$ cat src/rtl/adc_cap_pkg.sv
package adc_cap_pkg;
  localparam int unsigned ADC_BITS = 8;

  typedef enum logic [1:0] {
    ST_IDLE  = 2'd0,
    ST_CONV  = 2'd1,
    ST_SHIFT = 2'd2
  } cap_state_e;
endpackage

$ cat src/rtl/adc_cap_timer.sv
module adc_cap_timer #(
  parameter int unsigned PERIOD = 270
) (
  input  logic clk,
  input  logic rst_n,
  input  logic en,
  output logic tick
);
  localparam int unsigned CW = (PERIOD > 1) ? $clog2(PERIOD) : 1;
  localparam logic [CW-1:0] LAST = CW'(PERIOD - 1);

  logic [CW-1:0] cnt_q, cnt_d;
  logic          wrap;

  assign wrap = (cnt_q == LAST);
  assign tick = en && wrap;

  always_comb begin
    cnt_d = cnt_q;
    if (!en)       cnt_d = '0;
    else if (wrap) cnt_d = '0;
    else           cnt_d = cnt_q + 1'b1;
  end

  always_ff @(posedge clk or negedge rst_n) begin
    if (!rst_n) cnt_q <= '0;
    else        cnt_q <= cnt_d;
  end

  // the timer count never goes past its period
  p_timer_range_r8: assert property (@(posedge clk) disable iff (!rst_n)
    cnt_q <= LAST);
endmodule

$ cat src/rtl/adc_cap_sclk.sv
module adc_cap_sclk #(
  parameter int unsigned SCLK_HALF = 2
) (
  input  logic clk,
  input  logic rst_n,
  input  logic run,
  output logic sclk,
  output logic rise,
  output logic fall
);
  localparam int unsigned CW = $clog2(SCLK_HALF + 1);
  localparam logic [CW-1:0] LAST = CW'(SCLK_HALF - 1);

  logic [CW-1:0] cnt_q, cnt_d;
  logic          sclk_q, sclk_d;
  logic          edge_now;

  assign edge_now = run && (cnt_q == LAST);
  assign rise     = edge_now && !sclk_q;
  assign fall     = edge_now && sclk_q;
  assign sclk     = sclk_q;

  always_comb begin
    cnt_d  = cnt_q;
    sclk_d = sclk_q;
    if (!run) begin
      cnt_d  = '0;
      sclk_d = 1'b0;
    end else if (edge_now) begin
      cnt_d  = '0;
      sclk_d = !sclk_q;
    end else begin
      cnt_d  = cnt_q + 1'b1;
    end
  end

  always_ff @(posedge clk or negedge rst_n) begin
    if (!rst_n) begin
      cnt_q  <= '0;
      sclk_q <= 1'b0;
    end else begin
      cnt_q  <= cnt_d;
      sclk_q <= sclk_d;
    end
  end

  // serial clock is low in any cycle after the readout was not running
  p_sclk_idle_r4: assert property (@(posedge clk) disable iff (!rst_n)
    !run |=> !sclk_q);
endmodule

$ cat src/rtl/adc_cap_shift.sv
module adc_cap_shift #(
  parameter int unsigned BITS = 8
) (
  input  logic            clk,
  input  logic            rst_n,
  input  logic            clear,
  input  logic            sample,
  input  logic            sdata,
  input  logic            commit,
  output logic            full,
  output logic [BITS-1:0] result,
  output logic            result_vld
);
  localparam int unsigned NW = $clog2(BITS + 1);
  localparam logic [NW-1:0] NFULL = NW'(BITS);

  logic [BITS-1:0] sr_q, sr_d;
  logic [NW-1:0]   n_q, n_d;
  logic [BITS-1:0] res_q, res_d;
  logic            vld_q, vld_d;
  logic            take;

  assign full = (n_q == NFULL);
  assign take = sample && !full;

  always_comb begin
    sr_d  = sr_q;
    n_d   = n_q;
    res_d = res_q;
    vld_d = 1'b0;
    if (clear) begin
      n_d = '0;
    end else if (take) begin
      sr_d = {sr_q[BITS-2:0], sdata};
      n_d  = n_q + 1'b1;
    end
    if (commit && full) begin
      res_d = sr_q;
      vld_d = 1'b1;
    end
  end

  always_ff @(posedge clk or negedge rst_n) begin
    if (!rst_n) begin
      sr_q  <= '0;
      n_q   <= '0;
      res_q <= '0;
      vld_q <= 1'b0;
    end else begin
      if (clear || take) begin
        sr_q <= sr_d;
        n_q  <= n_d;
      end
      if (commit && full) res_q <= res_d;
      vld_q <= vld_d;
    end
  end

  assign result     = res_q;
  assign result_vld = vld_q;

  // no more than BITS bits are ever taken in one readout
  p_bit_count_r5: assert property (@(posedge clk) disable iff (!rst_n)
    n_q <= NFULL);
  // the strobe lasts a single cycle
  p_vld_pulse_r6: assert property (@(posedge clk) disable iff (!rst_n)
    vld_q |=> !vld_q);
  // the result holds unless a new strobe comes with it
  p_result_hold_r6: assert property (@(posedge clk) disable iff (!rst_n)
    !vld_q |-> $stable(res_q));
endmodule

$ cat src/rtl/adc_serial_capture.sv
module adc_serial_capture #(
  parameter int unsigned CONV_CYCLES  = 200,
  parameter int unsigned SCLK_HALF    = 2,
  parameter int unsigned TIMER_PERIOD = 270
) (
  input  logic       clk,
  input  logic       rst_n,
  input  logic       start_req,
  input  logic       auto_en,
  output logic       conv_o,
  output logic       sclk_o,
  input  logic       sdata_i,
  output logic [7:0] result_o,
  output logic       result_vld_o
);
  import adc_cap_pkg::*;

  localparam int unsigned WW = (CONV_CYCLES > 1) ? $clog2(CONV_CYCLES) : 1;
  localparam logic [WW-1:0] WAIT_LAST = WW'(CONV_CYCLES - 1);

  // asynchronous assert, synchronous release
  logic rst_s1_q, rst_s2_q;
  always_ff @(posedge clk or negedge rst_n) begin
    if (!rst_n) begin
      rst_s1_q <= 1'b0;
      rst_s2_q <= 1'b0;
    end else begin
      rst_s1_q <= 1'b1;
      rst_s2_q <= rst_s1_q;
    end
  end

  logic rst_int_n;
  assign rst_int_n = rst_s2_q;

  cap_state_e    state_q, state_d;
  logic [WW-1:0] wait_q, wait_d;
  logic          tick, trig;
  logic          sc_rise, sc_fall, sc_clk;
  logic          full;
  logic          in_conv, in_shift;

  adc_cap_timer #(.PERIOD(TIMER_PERIOD)) u_timer (
    .clk   (clk),
    .rst_n (rst_int_n),
    .en    (auto_en),
    .tick  (tick)
  );

  assign trig     = start_req || tick;
  assign in_conv  = (state_q == ST_CONV);
  assign in_shift = (state_q == ST_SHIFT);

  always_comb begin
    state_d = state_q;
    wait_d  = '0;
    unique case (state_q)
      ST_IDLE:  if (trig) state_d = ST_CONV;
      ST_CONV: begin
        if (wait_q == WAIT_LAST) state_d = ST_SHIFT;
        else                     wait_d  = wait_q + 1'b1;
      end
      ST_SHIFT: if (sc_fall && full) state_d = ST_IDLE;
      default:  state_d = ST_IDLE;
    endcase
  end

  always_ff @(posedge clk or negedge rst_int_n) begin
    if (!rst_int_n) begin
      state_q <= ST_IDLE;
      wait_q  <= '0;
    end else begin
      state_q <= state_d;
      wait_q  <= wait_d;
    end
  end

  adc_cap_sclk #(.SCLK_HALF(SCLK_HALF)) u_sclk (
    .clk   (clk),
    .rst_n (rst_int_n),
    .run   (in_shift),
    .sclk  (sc_clk),
    .rise  (sc_rise),
    .fall  (sc_fall)
  );

  adc_cap_shift #(.BITS(ADC_BITS)) u_shift (
    .clk        (clk),
    .rst_n      (rst_int_n),
    .clear      (in_conv),
    .sample     (sc_rise && in_shift),
    .sdata      (sdata_i),
    .commit     (sc_fall && in_shift),
    .full       (full),
    .result     (result_o),
    .result_vld (result_vld_o)
  );

  assign conv_o = in_conv;
  assign sclk_o = sc_clk;

  // the convert pulse ends only once the whole wait has been counted
  p_conv_len_r3: assert property (@(posedge clk) disable iff (!rst_int_n)
    $fell(conv_o) |-> $past(wait_q) == WAIT_LAST);
  // convert line and serial clock are never high together
  p_no_overlap_r3: assert property (@(posedge clk) disable iff (!rst_int_n)
    !(conv_o && sclk_o));
  // a new convert pulse is only started from the idle state
  p_start_idle_r7: assert property (@(posedge clk) disable iff (!rst_int_n)
    $rose(conv_o) |-> $past(state_q) == ST_IDLE);
  // a strobe follows only a readout with all bits taken
  p_vld_after_shift_r6: assert property (@(posedge clk) disable iff (!rst_int_n)
    result_vld_o |-> ($past(state_q) == ST_SHIFT) && !in_shift);
endmodule

$ cat config.mk
export PLATFORM = sky130hd
export DESIGN_NAME = adc_serial_capture
export DESIGN_NICKNAME = d
export VERILOG_FILES = /design/src/rtl/adc_cap_pkg.sv /design/src/rtl/adc_cap_timer.sv /design/src/rtl/adc_cap_sclk.sv /design/src/rtl/adc_cap_shift.sv /design/src/rtl/adc_serial_capture.sv
export SDC_FILE = /design/constraint.sdc
export NUM_CORES = 1
export LEC_CHECK = 0
export ABC_AREA = 1
export BUFFER_PORTS_ARGS = -buffer_cell sky130_fd_sc_hd__clkbuf_2
export CAP_MARGIN = 20
export CORE_MARGIN = 2
export CORE_UTILIZATION = 45
export DETAILED_ROUTE_END_ITERATION = 7
export SYNTH_ARGS = -nofsm -noshare
export SYNTH_HDL_FRONTEND = slang
export SYNTH_SLANG_ARGS = --single-unit
export TNS_END_PERCENT = 5
$ cat constraint.sdc
create_clock -name clk -period 2.6 [get_ports clk]
set_input_delay 0.39 -clock clk [delete_from_list [all_inputs] [get_ports clk]]
set_output_delay 0.39 -clock clk [all_outputs]
set_load 0.005 [all_outputs]
Word-level counts from Yosys, hierarchy flattened
Index checks and enable logic that the tools add are counted.
{"block": "totals", "reg_bits": 45, "in_bits": 5, "out_inout_bits": 11, "word_cells": 59}
{"block": "op_classes", "addsub": 4, "eq_ne": 10, "mux": 15, "n_bitwise": 1, "n_reduce_logical": 18}
{"operator": "$mux W9", "count": 2}
{"operator": "$mux W8", "count": 2}
{"operator": "$mux W2", "count": 5}
{"operator": "$add A9 B1 Y9 const B", "count": 1}
{"operator": "$eq A9 B9 Y1 const B", "count": 1}
{"operator": "$logic_and A1 B1 Y1", "count": 9}
{"operator": "$add A8 B1 Y8 const B", "count": 1}
{"operator": "$eq A8 B8 Y1 const B", "count": 1}
{"operator": "$mux W4", "count": 2}
{"operator": "$pmux W2 S3", "count": 1}
{"operator": "$reduce_and A3 Y1", "count": 2}
{"operator": "$add A4 B1 Y4 const B", "count": 1}
{"operator": "$eq A2 B1 Y1 const B", "count": 2}
{"operator": "$eq A4 B4 Y1 const B", "count": 1}
{"operator": "$ne A2 B1 Y1 const B", "count": 2}
{"operator": "$ne A2 B2 Y1 const B", "count": 2}
{"operator": "$mux W1", "count": 3}
{"operator": "$add A2 B1 Y2 const B", "count": 1}
{"operator": "$eq A2 B2 Y1 const B", "count": 1}
{"operator": "$logic_not A1 Y1", "count": 2}
{"operator": "$logic_not A2 Y1", "count": 1}
{"operator": "$logic_or A1 B1 Y1", "count": 2}
{"operator": "$reduce_and A2 Y1", "count": 1}
{"operator": "$reduce_bool A2 Y1", "count": 1}
{"operator": "$not A1 Y1", "count": 1}

Logic depth before layout (Yosys ltp)
{"block": "logic_depth", "depth_word": 7, "depth_mapped": 10, "mapped_depth_nobuf": 10}

Modules after synthesis
A second synthesis with hierarchy kept.
{"block": "unflattened", "hier_cells": 257, "hier_area_um2": 2154.6}
{"module": "adc_cap_shift", "n_inst": 1, "cells_each": 102, "area_per_inst_um2": 934.6, "seq_area_each_um2": 525.5}
{"module": "adc_serial_capture", "n_inst": 1, "cells_each": 73, "area_per_inst_um2": 575.6, "seq_area_each_um2": 300.3}
{"module": "adc_cap_timer", "n_inst": 1, "cells_each": 64, "area_per_inst_um2": 509.2, "seq_area_each_um2": 225.2}
{"module": "adc_cap_sclk", "n_inst": 1, "cells_each": 18, "area_per_inst_um2": 135.1, "seq_area_each_um2": 75.1}

Worst setup path after synthesis
Ideal clock, no wire load.
{"block": "synth_timing", "path_type": "register to register", "from": "reg u_shift.n_q[0]", "to": "reg state_q[0]", "setup_ns": 0.113, "arrival_time_ns": 1.276, "required_ns": 2.487, "setup_slack_ns": 1.211, "path_stages_with_launch": 10, "n_path_buf": 0, "period_less_slack_ns": 1.389, "path_cell_list": "dfrtp_1 > inv_1 > ha_1 > nand2_1 > nor2_4 > nand3_4 > nand2_1 > nand3_1 > nand2_1 > inv_1"}
{"block": "synth_via", "elab_chain_len": 4}
{"item": "from (decl)", "line_no": "adc_cap_shift.sv:18", "rtl": "logic [NW-1:0] n_q, n_d;"}
{"item": "from (signal assigned)", "line_no": "adc_cap_shift.sv:52", "rtl": "n_q <= n_d;"}
{"item": "$eq A4 B4 Y1", "line_no": "adc_cap_shift.sv:23", "rtl": "assign full = (n_q == NFULL);"}
{"item": "$logic_and A1 B1 Y1", "line_no": "adc_serial_capture.sv:63", "rtl": "ST_SHIFT: if (sc_fall && full) state_d = ST_IDLE;"}
{"item": "$ne A2 B1 Y1 (no line)"}
{"item": "$reduce_and A3 Y1 (no line)"}
{"item": "to (signal assigned)", "line_no": "adc_serial_capture.sv:73", "rtl": "state_q <= state_d;"}
{"item": "to (decl)", "line_no": "adc_serial_capture.sv:36", "rtl": "cap_state_e state_q, state_d;"}
Every way passes these cells.
A chain may end at the register's enable or synchronous reset.

Worst setup path in the final report
{"block": "layout_timing", "from": "reg state_q[1]", "to": "out conv_o"}
{"block": "layout_via", "elab_chain_len": 1}
{"item": "$eq A2 B1 Y1", "line_no": "adc_serial_capture.sv:51", "rtl": "assign in_conv = (state_q == ST_CONV);"}
{"item": "to (decl)", "line_no": "adc_serial_capture.sv:10", "rtl": "output logic conv_o,"}
Every way passes these cells.

==> impl_summary.md <==
Die
From bottom edge to top edge, the die measures 72.18 µm. From left edge to right edge, the die measures 72.18 µm. The die area is 5210 µm². The placement row count is 24. The core region is 4414 µm².

The starting density of the core is 47.39%. 16 I/O pins were placed.

STA
In the post-route analysis, the smallest setup slack over all paths is 0.9706 ns. The worst pin sits at a relative slew slack of 40.14%. Timing would allow up to 613.7 MHz.

The number of hold violations in the final report is 0. The maximum clock skew at final layout is 0.01003 ns. The number of max-slew violations in the final report is 0.

After layout, the worst path uses 62.67% of the clock period. The measured slew at the worst slew-check pin is 0.8979 ns. Setup repair after global routing left no endpoint under its margin.

For the final routed database, the setup TNS stands at 0 ns. The final period demand of the worst path is 1.629 ns. Setup violations remaining at the end of the flow were counted as 0.

Worst setup path
STA puts the critical path data arrival time at 1.24 ns. STA puts the critical path data required time at 2.21 ns. The category of the critical setup timing path is flip-flop to primary output.

The largest fanout of any net on the critical path is 5. STA classifies the critical path endpoint as a primary output. The sort of element at the start of the critical path is a flip-flop.

Layout
For this run, the share of the core covered by cells in the final layout is 52.18%. The ratio of cells with drive above 1 in the final layout is 15.83%. Leaving out fill and tap cells, the most frequent cell in the layout is sky130_fd_sc_hd__nand2_1. The count of nets after finishing is 268.

The library cells used most frequently in the layout, excluding fill and tap cells, are 49 x sky130_fd_sc_hd__nand2_1, 44 x sky130_fd_sc_hd__dfrtp_1, 37 x sky130_fd_sc_hd__inv_1, 32 x sky130_fd_sc_hd__nor2_1, 15 x sky130_fd_sc_hd__clkbuf_2. The final cell area excluding filler cells is 2303 µm². The number of diodes added for antenna fixing is 0.

Once layout is complete, the cells apart from fillers number 311. Compared with the post-synthesis result, the final layout area differs by 10.11%. Fill cells in the final layout number 426.

Route
The number of nets with antenna violations after detailed routing is 0. The count of unresolved DRC violations after routing is 0. The overall via count from detail_route is 1480. Dividing the detail-routed wire length by the instance count gives 11.07 µm. The routed design has 3442 µm of wire. The detailed router finished its first iteration with 48 violations. The pre-antenna-repair detailed-routing pass consisted of 4 iterations. The post-detailed-route via-to-cell ratio is 4.759.

Status
The flow ran to the end, and the final reports show no timing, DRC or antenna violations.

GRT
The aggregate global routing overflow is 0. The number of global-route vias before repair is 1444. The first global-routing pass estimated 6334 µm of wire. The number of antenna violations at the first check in global routing came to 0. Global routing used 15.61% of the available tracks across all layers.

The largest net degree at the start of global routing is 44.

Power and ir drop
For this design the ratio of total power to cell area is 585.7 nW/µm². The worst IR drop on VDD is 0.3660 mV. The static power due to leakage is 1.164 nW.

CTS
After clock tree synthesis, the repair step resized 0 gates. After clock tree synthesis, the clock-pin slew on the worst setup and hold paths is 0.09 ns. TritonCTS created 5 clock buffers. TritonCTS built the clock tree. CTS built an H-tree with a depth of 2. The tree is rooted in a sky130_fd_sc_hd__clkbuf_8.

The longest clock path from root to sink contains 2 buffers. The clock reaches the later pin of the worst-skew pair after 0.29 ns. The number of clock sinks seen by CTS is 45.

Place
The post-place instance area is 2207 µm². Before CTS, the worst setup slack after placement is 0.9589 ns. The detailed placer's ending HPWL is 2510 µm. Once placement completed, the tool counted placed cells totaling 302. In this run the tool buffered the top-level ports with 15 buffer cells. The congestion estimate from routability-driven global placement came to 0.7896.

Logic synthesis
The area of the mapped netlist is 2092 µm². The share of the Yosys chip area taken by registers is 53.83%. For this run, the number of Yosys warnings is 0.

After technology mapping, the gate count stands at 237. The area fraction in and, or, nand and nor cells after synthesis is 25.60%. After synthesis, the share of cell area in mux cells is 0%. A synthesized cell averages 8.827 µm².

Summing the areas of all fa, ha and maj instances in the mapped netlist gives 2.990% of the synthesized area. The number of distinct standard cells referenced by the synthesized netlist is 27. The number of nets handed over by synthesis was 247. The main combinational cell family by area after synthesis is simple AND/OR/NAND/NOR gates. The synthesized-area fraction occupied by ao, oa, aoi and oai cells is 7.715%.

After Yosys synthesis, XOR and XNOR cells account for 1.256% of the synthesized area. Counting flops and latches in the post-synthesis netlist gives 45.

Flow run
The reported max-cap violation count is 0.

Min path
The path class of the tightest hold or removal check is primary input to flip-flop.
[worst max-delay path: stages, from the launching register on]
cell	delay, ns
sky130_fd_sc_hd__dfrtp_1	0.44
sky130_fd_sc_hd__nor2_1	0.32
sky130_fd_sc_hd__clkbuf_2	0.18
[per-layer routing]
metal / vias to the layer above / routed length, µm / global-route usage, %
met1: 680 / 1683 / 20.67
met2: 17 / 1576 / 24.67
met4: 0 / 68 / 6.918
li1: 777 / - / -
met3: 6 / 114 / 3.472
met5: - / 0 / 0
[state kept, by name (all words and copies together) (netlist names), 2 cells and up]
signal	cells
u_shift.result	8
u_shift.sr_q	8
u_timer.cnt_q	9
wait_q	8
u_shift.n_q	4
state_q	2
u_sclk.cnt_q	2
[per-stage QoR]
step                      power (mW)  hold slack [ns]
after detailed placement      0.9521           0.1781
after CTS                      1.375           0.2988
after global placement        0.9502           0.1774
final                          1.349           0.3033
after global routing           1.443           0.3017
after floorplan               0.9010          0.09441
[logic make-up (layout without fill, tap and decap cells)]
kind of cell / after synthesis / after routing
adders and majority gates: 5 / 5
xor gates and xnor gates: 3 / 3
buffers and inverters: 42 / 64
DFF: 45 / 45
AOI/OAI and AO/OA: 29 / 29
and+or+nand+nor: 112 / 112
other: 1 / 1
[what timing repair did]
action / in CTS / in global routing
endpoints found under the hold margin: 2 / 0
hold buffers: 1 / 0
setup buffers: 0 / 0
[final timing paths]
| path | start | endpoint | slack, ns | cells past startpoint |
|---|---|---|---|---|
| min | sdata_i | u_shift.sr_q[0]$_DFFE_PN0P_ | 0.30 | 3 |
| min in group asynchronous | rst_n | rst_int_n$_DFF_PN0_ | 0.40 | 2 |
| min reg2reg | rst_s1_q$_DFF_PN0_ | rst_int_n$_DFF_PN0_ | 0.35 | 0 |
| max reg2reg | u_shift.n_q[0]$_DFFE_PN0P_ | state_q[0]$_DFFE_PN0P_ | 0.98 | 9 |
| max in group asynchronous | rst_int_n$_DFF_PN0_ | u_shift.sr_q[6]$_DFFE_PN0P_ | 1.63 | 0 |
| max | state_q[1]$_DFFE_PN0P_ | conv_o | 0.97 | 2 |
[where the power goes]
part           switching [mW]  internal [mW]  total, mW
logic                   0.104         0.0549      0.159
clock network           0.229          0.186      0.414
registers              0.0382          0.738      0.776
total                   0.371          0.978       1.35
[cell usage after synthesis, drive strengths merged]
library cell	number	area, µm²
a21oi	3	15.01
conb	1	3.750
nand2	53	214.0
nor3b	1	7.510
or2	1	6.260
o211ai	1	7.510
ha	5	62.56
nand4	3	18.77
o31ai	1	7.510
xor2	2	17.52
nand3	12	85.08
nor2	36	173.9
buf	2	26.27
inv	40	150.1
dfrtp	45	1126
o21ai	24	131.4
nor3	6	30.03
xnor2	1	8.760
[cell type report]
type / count / area, µm² / share of cell area (%)
inverters: 40 / 150.1 / 6.518
multi-input cells: 150 / 789.5 / 34.27
clock buffers: 5 / 68.82 / 2.988
flip-flops and latches: 45 / 1127 / 48.94
well taps: 52 / 65.06 / 2.825
repair buffers: 16 / 85.08 / 3.694
clock inverters: 3 / 17.52 / 0.7605
(Power assumes the default switching activity.)
